`src/rtl/irq_pkg.sv`:
```
package irq_pkg;

  typedef enum logic [2:0] {
    SRC_NONE,
    SRC_TRAP,
    SRC_VHI,
    SRC_VMID,
    SRC_VLO,
    SRC_GEN
  } irq_src_e;

  typedef enum logic [1:0] {
    ST_IDLE,
    ST_ACK,
    ST_PUSH
  } seq_st_e;

  // A well-formed restart byte has ones in the top two and bottom three bits.
  function automatic logic op_well_formed(input logic [7:0] op);
    return (op[7:6] == 2'b11) && (op[2:0] == 3'b111);
  endfunction

  // Slot number carried by the byte; a malformed byte maps to slot 7.
  function automatic logic [2:0] op_slot(input logic [7:0] op);
    return op_well_formed(op) ? op[5:3] : 3'd7;
  endfunction

  // Each restart slot owns eight bytes of the low vector area.
  function automatic logic [5:0] slot_offset(input logic [2:0] n);
    return {n, 3'b000};
  endfunction

endpackage

```
`src/rtl/irq_edge_latch.sv`:
```
module irq_edge_latch #(
  parameter bit NEED_LEVEL = 1'b0
) (
  input  logic clk,
  input  logic rst_n,
  input  logic lvl,
  input  logic take,
  output logic pend
);

  logic prev_q;
  logic pend_q;
  logic rise;
  logic drop;

  assign rise = lvl & ~prev_q;

  generate
    if (NEED_LEVEL) begin : g_level_kept
      assign drop = ~lvl;
    end else begin : g_sticky
      assign drop = 1'b0;
    end
  endgenerate

  always_ff @(posedge clk) begin
    if (!rst_n) begin
      prev_q <= 1'b0;
      pend_q <= 1'b0;
    end else begin
      prev_q <= lvl;
      if (take) begin
        pend_q <= 1'b0;
      end else if (rise) begin
        pend_q <= 1'b1;
      end else if (drop) begin
        pend_q <= 1'b0;
      end
    end
  end

  assign pend = pend_q;

endmodule

```
`src/rtl/irq_ie_flop.sv`:
```
module irq_ie_flop (
  input  logic clk,
  input  logic rst_n,
  input  logic set_stb,
  input  logic clr_stb,
  input  logic kill,
  output logic ie
);

  logic ie_q;

  always_ff @(posedge clk) begin
    if (!rst_n) begin
      ie_q <= 1'b0;
    end else if (kill || clr_stb) begin
      ie_q <= 1'b0;
    end else if (set_stb) begin
      ie_q <= 1'b1;
    end
  end

  assign ie = ie_q;

endmodule

```
`src/rtl/irq_prio.sv`:
```
module irq_prio
  import irq_pkg::*;
(
  input  logic     ie,
  input  logic     trap_rdy,
  input  logic     vhi_rdy,
  input  logic     vmid_rdy,
  input  logic     vlo_rdy,
  input  logic     gen_rdy,
  output irq_src_e win
);

  always_comb begin
    if (trap_rdy) begin
      win = SRC_TRAP;
    end else if (!ie) begin
      win = SRC_NONE;
    end else if (vhi_rdy) begin
      win = SRC_VHI;
    end else if (vmid_rdy) begin
      win = SRC_VMID;
    end else if (vlo_rdy) begin
      win = SRC_VLO;
    end else if (gen_rdy) begin
      win = SRC_GEN;
    end else begin
      win = SRC_NONE;
    end
  end

endmodule

```
`src/rtl/irq_seq_fsm.sv`:
```
module irq_seq_fsm
  import irq_pkg::*;
#(
  parameter int unsigned ADDR_W = 16,
  parameter int unsigned DATA_W = 8,
  parameter logic [ADDR_W-1:0] VEC_TRAP = 'h24,
  parameter logic [ADDR_W-1:0] VEC_VHI  = 'h3C,
  parameter logic [ADDR_W-1:0] VEC_VMID = 'h34,
  parameter logic [ADDR_W-1:0] VEC_VLO  = 'h2C
) (
  input  logic              clk,
  input  logic              rst_n,
  input  logic              slot_end,
  input  irq_src_e          win,
  input  logic [DATA_W-1:0] data_in,
  output logic              accept,
  output logic              ack_o,
  output logic              push_req,
  output logic [ADDR_W-1:0] vec_addr,
  output logic              op_err
);

  seq_st_e           st_q;
  logic [ADDR_W-1:0] vec_q;
  logic              bad_q;
  logic [ADDR_W-1:0] fixed_vec;
  logic [7:0]        op_byte;

  assign op_byte = data_in[7:0];
  assign accept  = (st_q == ST_IDLE) && slot_end && (win != SRC_NONE);

  always_comb begin
    case (win)
      SRC_TRAP: fixed_vec = VEC_TRAP;
      SRC_VHI:  fixed_vec = VEC_VHI;
      SRC_VMID: fixed_vec = VEC_VMID;
      SRC_VLO:  fixed_vec = VEC_VLO;
      default:  fixed_vec = '0;
    endcase
  end

  always_ff @(posedge clk) begin
    if (!rst_n) begin
      st_q  <= ST_IDLE;
      vec_q <= '0;
      bad_q <= 1'b0;
    end else begin
      case (st_q)
        ST_IDLE: begin
          if (accept) begin
            if (win == SRC_GEN) begin
              st_q <= ST_ACK;
            end else begin
              st_q  <= ST_PUSH;
              vec_q <= fixed_vec;
              bad_q <= 1'b0;
            end
          end
        end
        ST_ACK: begin
          vec_q <= ADDR_W'(slot_offset(op_slot(op_byte)));
          bad_q <= ~op_well_formed(op_byte);
          st_q  <= ST_PUSH;
        end
        ST_PUSH: begin
          st_q <= ST_IDLE;
        end
        default: begin
          st_q <= ST_IDLE;
        end
      endcase
    end
  end

  assign ack_o    = (st_q == ST_ACK);
  assign push_req = (st_q == ST_PUSH);
  assign vec_addr = vec_q;
  assign op_err   = push_req & bad_q;

endmodule

```
`src/rtl/irq_ack_seq.sv`:
```
module irq_ack_seq
  import irq_pkg::*;
#(
  parameter int unsigned ADDR_W = 16,
  parameter int unsigned DATA_W = 8
) (
  input  logic              clk,
  input  logic              rst_n,
  input  logic              req_gen,
  input  logic              req_vlo,
  input  logic              req_vmid,
  input  logic              req_vhi,
  input  logic              req_trap,
  input  logic              ei_stb,
  input  logic              di_stb,
  input  logic              slot_end,
  input  logic [DATA_W-1:0] data_in,
  output logic              ack_o,
  output logic              push_req,
  output logic [ADDR_W-1:0] vec_addr,
  output logic              int_en,
  output logic              op_err
);

  logic     ie;
  logic     accept;
  irq_src_e win;
  logic     vhi_pend;
  logic     trap_pend;
  logic     take_vhi;
  logic     take_trap;
  logic     trap_rdy;

  assign take_vhi  = accept && (win == SRC_VHI);
  assign take_trap = accept && (win == SRC_TRAP);
  assign trap_rdy  = trap_pend & req_trap;

  irq_edge_latch #(.NEED_LEVEL(1'b0)) u_vhi_latch (
    .clk   (clk),
    .rst_n (rst_n),
    .lvl   (req_vhi),
    .take  (take_vhi),
    .pend  (vhi_pend)
  );

  irq_edge_latch #(.NEED_LEVEL(1'b1)) u_trap_latch (
    .clk   (clk),
    .rst_n (rst_n),
    .lvl   (req_trap),
    .take  (take_trap),
    .pend  (trap_pend)
  );

  irq_ie_flop u_ie (
    .clk     (clk),
    .rst_n   (rst_n),
    .set_stb (ei_stb),
    .clr_stb (di_stb),
    .kill    (accept),
    .ie      (ie)
  );

  irq_prio u_prio (
    .ie       (ie),
    .trap_rdy (trap_rdy),
    .vhi_rdy  (vhi_pend),
    .vmid_rdy (req_vmid),
    .vlo_rdy  (req_vlo),
    .gen_rdy  (req_gen),
    .win      (win)
  );

  irq_seq_fsm #(
    .ADDR_W (ADDR_W),
    .DATA_W (DATA_W)
  ) u_fsm (
    .clk      (clk),
    .rst_n    (rst_n),
    .slot_end (slot_end),
    .win      (win),
    .data_in  (data_in),
    .accept   (accept),
    .ack_o    (ack_o),
    .push_req (push_req),
    .vec_addr (vec_addr),
    .op_err   (op_err)
  );

  assign int_en = ie;

endmodule

```
`config.mk`:
```
export PLATFORM = sky130hd
export DESIGN_NAME = irq_ack_seq
export DESIGN_NICKNAME = d
export VERILOG_FILES = /design/src/rtl/irq_pkg.sv /design/src/rtl/irq_edge_latch.sv /design/src/rtl/irq_ie_flop.sv /design/src/rtl/irq_prio.sv /design/src/rtl/irq_seq_fsm.sv /design/src/rtl/irq_ack_seq.sv
export SDC_FILE = /design/constraint.sdc
export NUM_CORES = 1
export LEC_CHECK = 0
export ABC_AREA = 1
export BUFFER_PORTS_ARGS = -buffer_cell sky130_fd_sc_hd__buf_4
export CAP_MARGIN = 10
export CORE_MARGIN = 2
export CORE_UTILIZATION = 40
export CTS_CLUSTER_SIZE = 20
export DETAILED_ROUTE_END_ITERATION = 8
export PLACE_DENSITY_LB_ADDON = 0.05
export SLEW_MARGIN = 20
export SYNTH_ARGS = -nofsm -noshare
export SYNTH_HDL_FRONTEND = slang
export SYNTH_HIERARCHICAL = 1
export SYNTH_SLANG_ARGS = --single-unit
```
`constraint.sdc`:
```
create_clock -name clk -period 2.15 [get_ports clk]
set_clock_uncertainty 0.1 [all_clocks]
set_input_delay 0.215 -clock clk [delete_from_list [all_inputs] [get_ports clk]]
set_output_delay 0.215 -clock clk [all_outputs]
set_load 0.1 [all_outputs]
```
; Word-level counts from Yosys, hierarchy flattened
; Cells that the tools add are included.
[word_totals]
in_bits = 18
register_bits = 24
wordCells = 60
[op_classes]
mux = 19
eq_ne = 12
bitwise_logic = 8
n_reduce_logical = 13
[ops]
columns = op, count
row1 = $mux 16, 2
row2 = $pmux 16 s2, 1
row3 = $pmux 6 s4, 1
row4 = $mux 3, 7
row5 = $eq 3x3->1 const B, 3
row6 = $eq 3x2->1 const B, 2
row7 = $reduce_or 2->1, 3
row8 = $logic_and 1x1->1, 5
row9 = $and 1x1->1, 4
row10 = $eq 2x2->1 const B, 2
row11 = $mux 1, 4
row12 = $mux 2, 2
row13 = $ne 2x2->1 const B, 2
row14 = $not 1->1, 4
row15 = $pmux 2 s2, 1
row16 = $eq 3x1->1 const B, 1
row17 = $reduce_and 3->1, 1
row18 = $reduce_bool 3->1, 1
row19 = $eq 2x1->1 const B, 1
row20 = $logic_not 2->1, 1
row21 = $ne 2x1->1 const B, 1
row22 = $pmux 1 s2, 1
row23 = $reduce_bool 2->1, 1
row24 = $logic_or 1x1->1, 1

; Logic depth before layout (Yosys ltp)
[logic_depth]
ltp_word = 11
depth_mapped = 14
ltp_nobuf = 14

; Hierarchy
; Netlist, hierarchy kept.
[by_module_without_submodules]
columns = module, seq_area_each_um2, area_per_inst_um2, cells_per_inst, instances
row1 = irq_seq_fsm, 140.1, 514.2, 82, 1
row2 = irq_edge_latch at u_vhi_latch, 40.0, 75.1, 10, 1
row3 = irq_edge_latch at u_trap_latch, 40.0, 68.8, 9, 1
row4 = irq_prio, 0.0, 56.3, 14, 1
row5 = irq_ack_seq, 0.0, 37.5, 10, 1
row6 = irq_ie_flop, 20.0, 35.0, 5, 1

; Worst setup path after synthesis
; Ideal clock, no wire load.
[synth_path]
kind = reg2out
from = reg u_fsm.st_q[1]
to = out op_err
arrival_ps = 2594
path_slack_ps = -759
stages_incl_launch_ff = 3
path_buffers = 0
cell_sequence = dfxtp_1 > inv_1 > nor3b_1
[synth_between]
elab_chain_cells = 2
[synth_rtl]
columns = item, line
row1 = start: declaration, irq_seq_fsm.sv:23  ; seq_st_e st_q;
row2 = start signal: assignment, irq_seq_fsm.sv:44  ; st_q <= ST_IDLE;
row3 = start signal: assignment, irq_seq_fsm.sv:52  ; st_q <= ST_ACK;
row4 = start signal: assignment, irq_seq_fsm.sv:54  ; st_q <= ST_PUSH;
row5 = $eq 2x2->1, irq_seq_fsm.sv:76  ; assign push_req = (st_q == ST_PUSH);
row6 = $and 1x1->1, irq_seq_fsm.sv:78  ; assign op_err = push_req & bad_q;
row7 = end: declaration, irq_ack_seq.sv:22  ; output logic op_err
; Every way passes these cells.

; Worst setup path after layout
[layout_path]
from = reg u_trap_latch.pend_q (netlist: u_trap_latch/pend)
to = reg u_trap_latch.pend_q (netlist: u_trap_latch/pend)
[layout_between]
elab_chain_cells = 6
elab_cells_between_ends = 7
classes_between = eq/ne: 1 / mux: 1 / bitwise: 1 / reduce/logical: 4
[layout_rtl]
columns = item, line
row1 = start: declaration, irq_edge_latch.sv:12  ; logic pend_q;
row2 = start signal: assignment, irq_edge_latch.sv:29  ; pend_q <= 1'b0;
row3 = start signal: assignment, irq_edge_latch.sv:33  ; pend_q <= 1'b0;
row4 = start signal: assignment, irq_edge_latch.sv:35  ; pend_q <= 1'b1;
row5 = $and 1x1->1, irq_ack_seq.sv:36  ; assign trap_rdy = trap_pend & req_trap;
row6 = named net trap_rdy, irq_ack_seq.sv:32  ; logic trap_rdy;
row7 = $mux 3, irq_prio.sv:14  ; if (trap_rdy) begin
row8 = named net win[2], irq_ack_seq.sv:27  ; irq_src_e win;
row9 = $reduce_bool 3->1, irq_seq_fsm.sv:30  ; assign accept = (st_q == ST_IDLE) && slot_end && (win != SRC_NONE);
row10 = $logic_and 1x1->1, irq_seq_fsm.sv:30
row11 = named net accept, irq_ack_seq.sv:26  ; logic accept;
row12 = $logic_and 1x1->1, irq_ack_seq.sv:35  ; assign take_trap = accept && (win == SRC_TRAP);
row13 = named net take_trap, irq_ack_seq.sv:31  ; logic take_trap;
row14 = $reduce_or 2->1 (no line), --
; The timed path passes the listed nets, and every way through them passes these cells.
; A chain may end at the register's enable or synchronous reset.

==> reports/qor.csv <==
metric,value,unit
crit_path_max_fanout,5,
yosys-top-cells-count,"nand2_1 (38), inv_1 (24), nor2_1 (20), buf_4 (12), dfxtp_1 (12)",
clk_latency,0.27,ns
hold_viol,0,
post_cts_resized,0,
cp.required,2.23,ns
synth.most_common_cell,nand2_1,
ys_seq_elements,12,
maxCapViolations,0,
antenna_found_initial,0,
postRouteAntennaNets,0,
cts.sinks,12,
routedWlPerCell,8.216,um
hold_path_class,primary input to flop,
ctsRootBufferMaster,clkbuf_4,
gp_congestion,0.7112,
power_density,738.4,mW/mm2
wl,1520,um
startpoint,u_trap_latch/pend$_SDFFE_PP0P_,
p_leak,0.5569,nW
synth_top_cell_area_share,30.52,%
cts_setup_buffers,0,
core-area,0.001902,mm2
syn_area_per_cell,6.054,um2
drt_iter0_drc,10,
layout_min_cycle_time,1.728,ns
post-synth-top-area-cell,dfxtp_1,
setup_viol,0,
route.detailed.drc,0,
drive_gt1_share,27.85,%
ir_drop,0.4826,mV
syn_area,787.0,um2
arrival,1.81,ns
cts.clk_slew.worst_paths,0.09,ns
syn-instance-count,130,
syn2layout_area_growth,27.34,%
synth_enable_flop_cells,0,
io_buffer_count,25,
die-area,0.002338,mm2
cts_tree,yes,
grt_max_degree,10,
synth.yosys.seq_area_share,30.52,%
ioPinCount,38,
dpl.hpwl,1217,um
grt.total_usage,14.18,%
worstSetupPathType,flop to flop,
status,finished clean,
finish.utilization,52.70,%
diodes,0,
ys_warn_count,6,
startpoint_type,flop,
cts.htree.levels,1,
end_kind,flop,
via_per_inst,4.049,
nNetsFinal,177,
grt_pass1_wl,2656,um
num_rows,16,
grt_pass1_vias,654,
slew_viol_final,0,
synth_area_leaders,"dfxtp_1 (31%), nand2_1 (18%), buf_4 (11%)",
fin_crit_sh,80.38,%
hold_start,req_vhi,
cts_hold_buf,0,
max_freq,0.5786,GHz
die_h,48.36,um
rsz0062_at_grt,no,
ys_types,18,
grt_overflow,0,
timing.rr.start,u_trap_latch/pend$_SDFFE_PP0P_,
async_flop_share,0,%
cts_buffers,3,
drt-pass1-iter-count,2,
cts.path.max_buffers,2,
start_util,41.38,%
vias,749,
die_w,48.36,um
tns,0,ns
synth-main-ff-cell,dfxtp_1,
power breakdown:
part / switching, mW / leakage, nW / internal [mW]
clock: 0.0840 / 0.0210 / 0.103
combinational: 0.242 / 0.437 / 0.0634
sequential: 0.00855 / 0.0990 / 0.239
kinds of logic (layout without fill, tap and decap cells):
family,after synthesis,count (layout),synth area share [%]
AO/OA/AOI/OAI,6,6,4.769
buffers and inverters,37,54,23.69
flip-flops,12,12,30.52
other,1,12,0.4765
AND/OR/NAND/NOR,74,74,40.54
layout by cell type (no fill, tap or decap):
cell type  instances
conb_1            12
nand3_1            4
a21oi_1            2
clkbuf_8           1
a21oi_2            1
nand2_1           38
nand2_4            1
nor3b_2            1
inv_1             24
inv_4              1
clkbuf_4           3
buf_4             25
o21ai_2            1
o21ai_1            1
nand2_2            4
nor2_1            20
nor2_2             5
o21ai_0            1
dfxtp_2            1
nor4_1             1
dfxtp_1           11
metal layers:
layer	share of wire (%)	global-route usage, %	vias to the layer above
met4	0	4.286	0
li1	-	-	412
met1	47	16.89	324
met3	4.4	3.086	0
met5	0	0	-
met2	49	25.46	13
state kept, by name, summed over array words and instances, names as in the netlist:
register             count
u_fsm/vec_addr           4
u_fsm/st_q               2
u_fsm/bad_q              1
u_ie/ie                  1
u_trap_latch/pend        1
u_trap_latch/prev_q      1
u_vhi_latch/pend         1
u_vhi_latch/prev_q       1
cell type report:
cell class                 count  area, um2
fill                         210      899.6
multi-input combinational     92      406.6
sequential                    12      241.5
timing repair buffer          25      187.7
inverter                      25      96.34
clock buffer                   4      36.28
tap                           27      33.78
worst max-delay path, cell delays in order, from the launching register on:
cell	delay (ns)
dfxtp_1	0.32
nand2_1	0.06
inv_1	0.03
inv_1	0.06
nand2_1	0.06
nor2_1	0.25
inv_1	0.10
nand2_1	0.12
nand2_2	0.07
nor2_1	0.13
nand2_1	0.10
nor2_1	0.10
inv_1	0.04
nand2_1	0.07
nor2_2	0.03
worst paths after layout:
| kind | slack [ns] | cells past startpoint | endpoint |
|---|---|---|---|
| max | 0.42 | 14 | u_trap_latch/pend$_SDFFE_PP0P_ |
| min | 0.02 | 3 | u_vhi_latch/prev_q$_SDFF_PN0_ |
| max reg2reg | 0.42 | 14 | u_trap_latch/pend$_SDFFE_PP0P_ |
| min reg2reg | 0.37 | 2 | u_fsm/bad_q$_SDFFE_PN0P_ |
metrics by stage:
stage	cells	instance area, um2	hold slack [ns]	total power, mW	setup slack, ns
floorplan	141	834.6	0.2085	0.5176	0.1800
global placement	181	965.9	0.3037	0.5564	0.4182
detailed placement	181	965.9	0.3072	0.5588	0.4035
CTS	185	1002	0.01865	0.7449	0.4160
global route	185	1002	0.008111	0.7814	0.2096
finish	185	1002	0.02117	0.7401	0.4218
(Power assumes the default switching activity.)
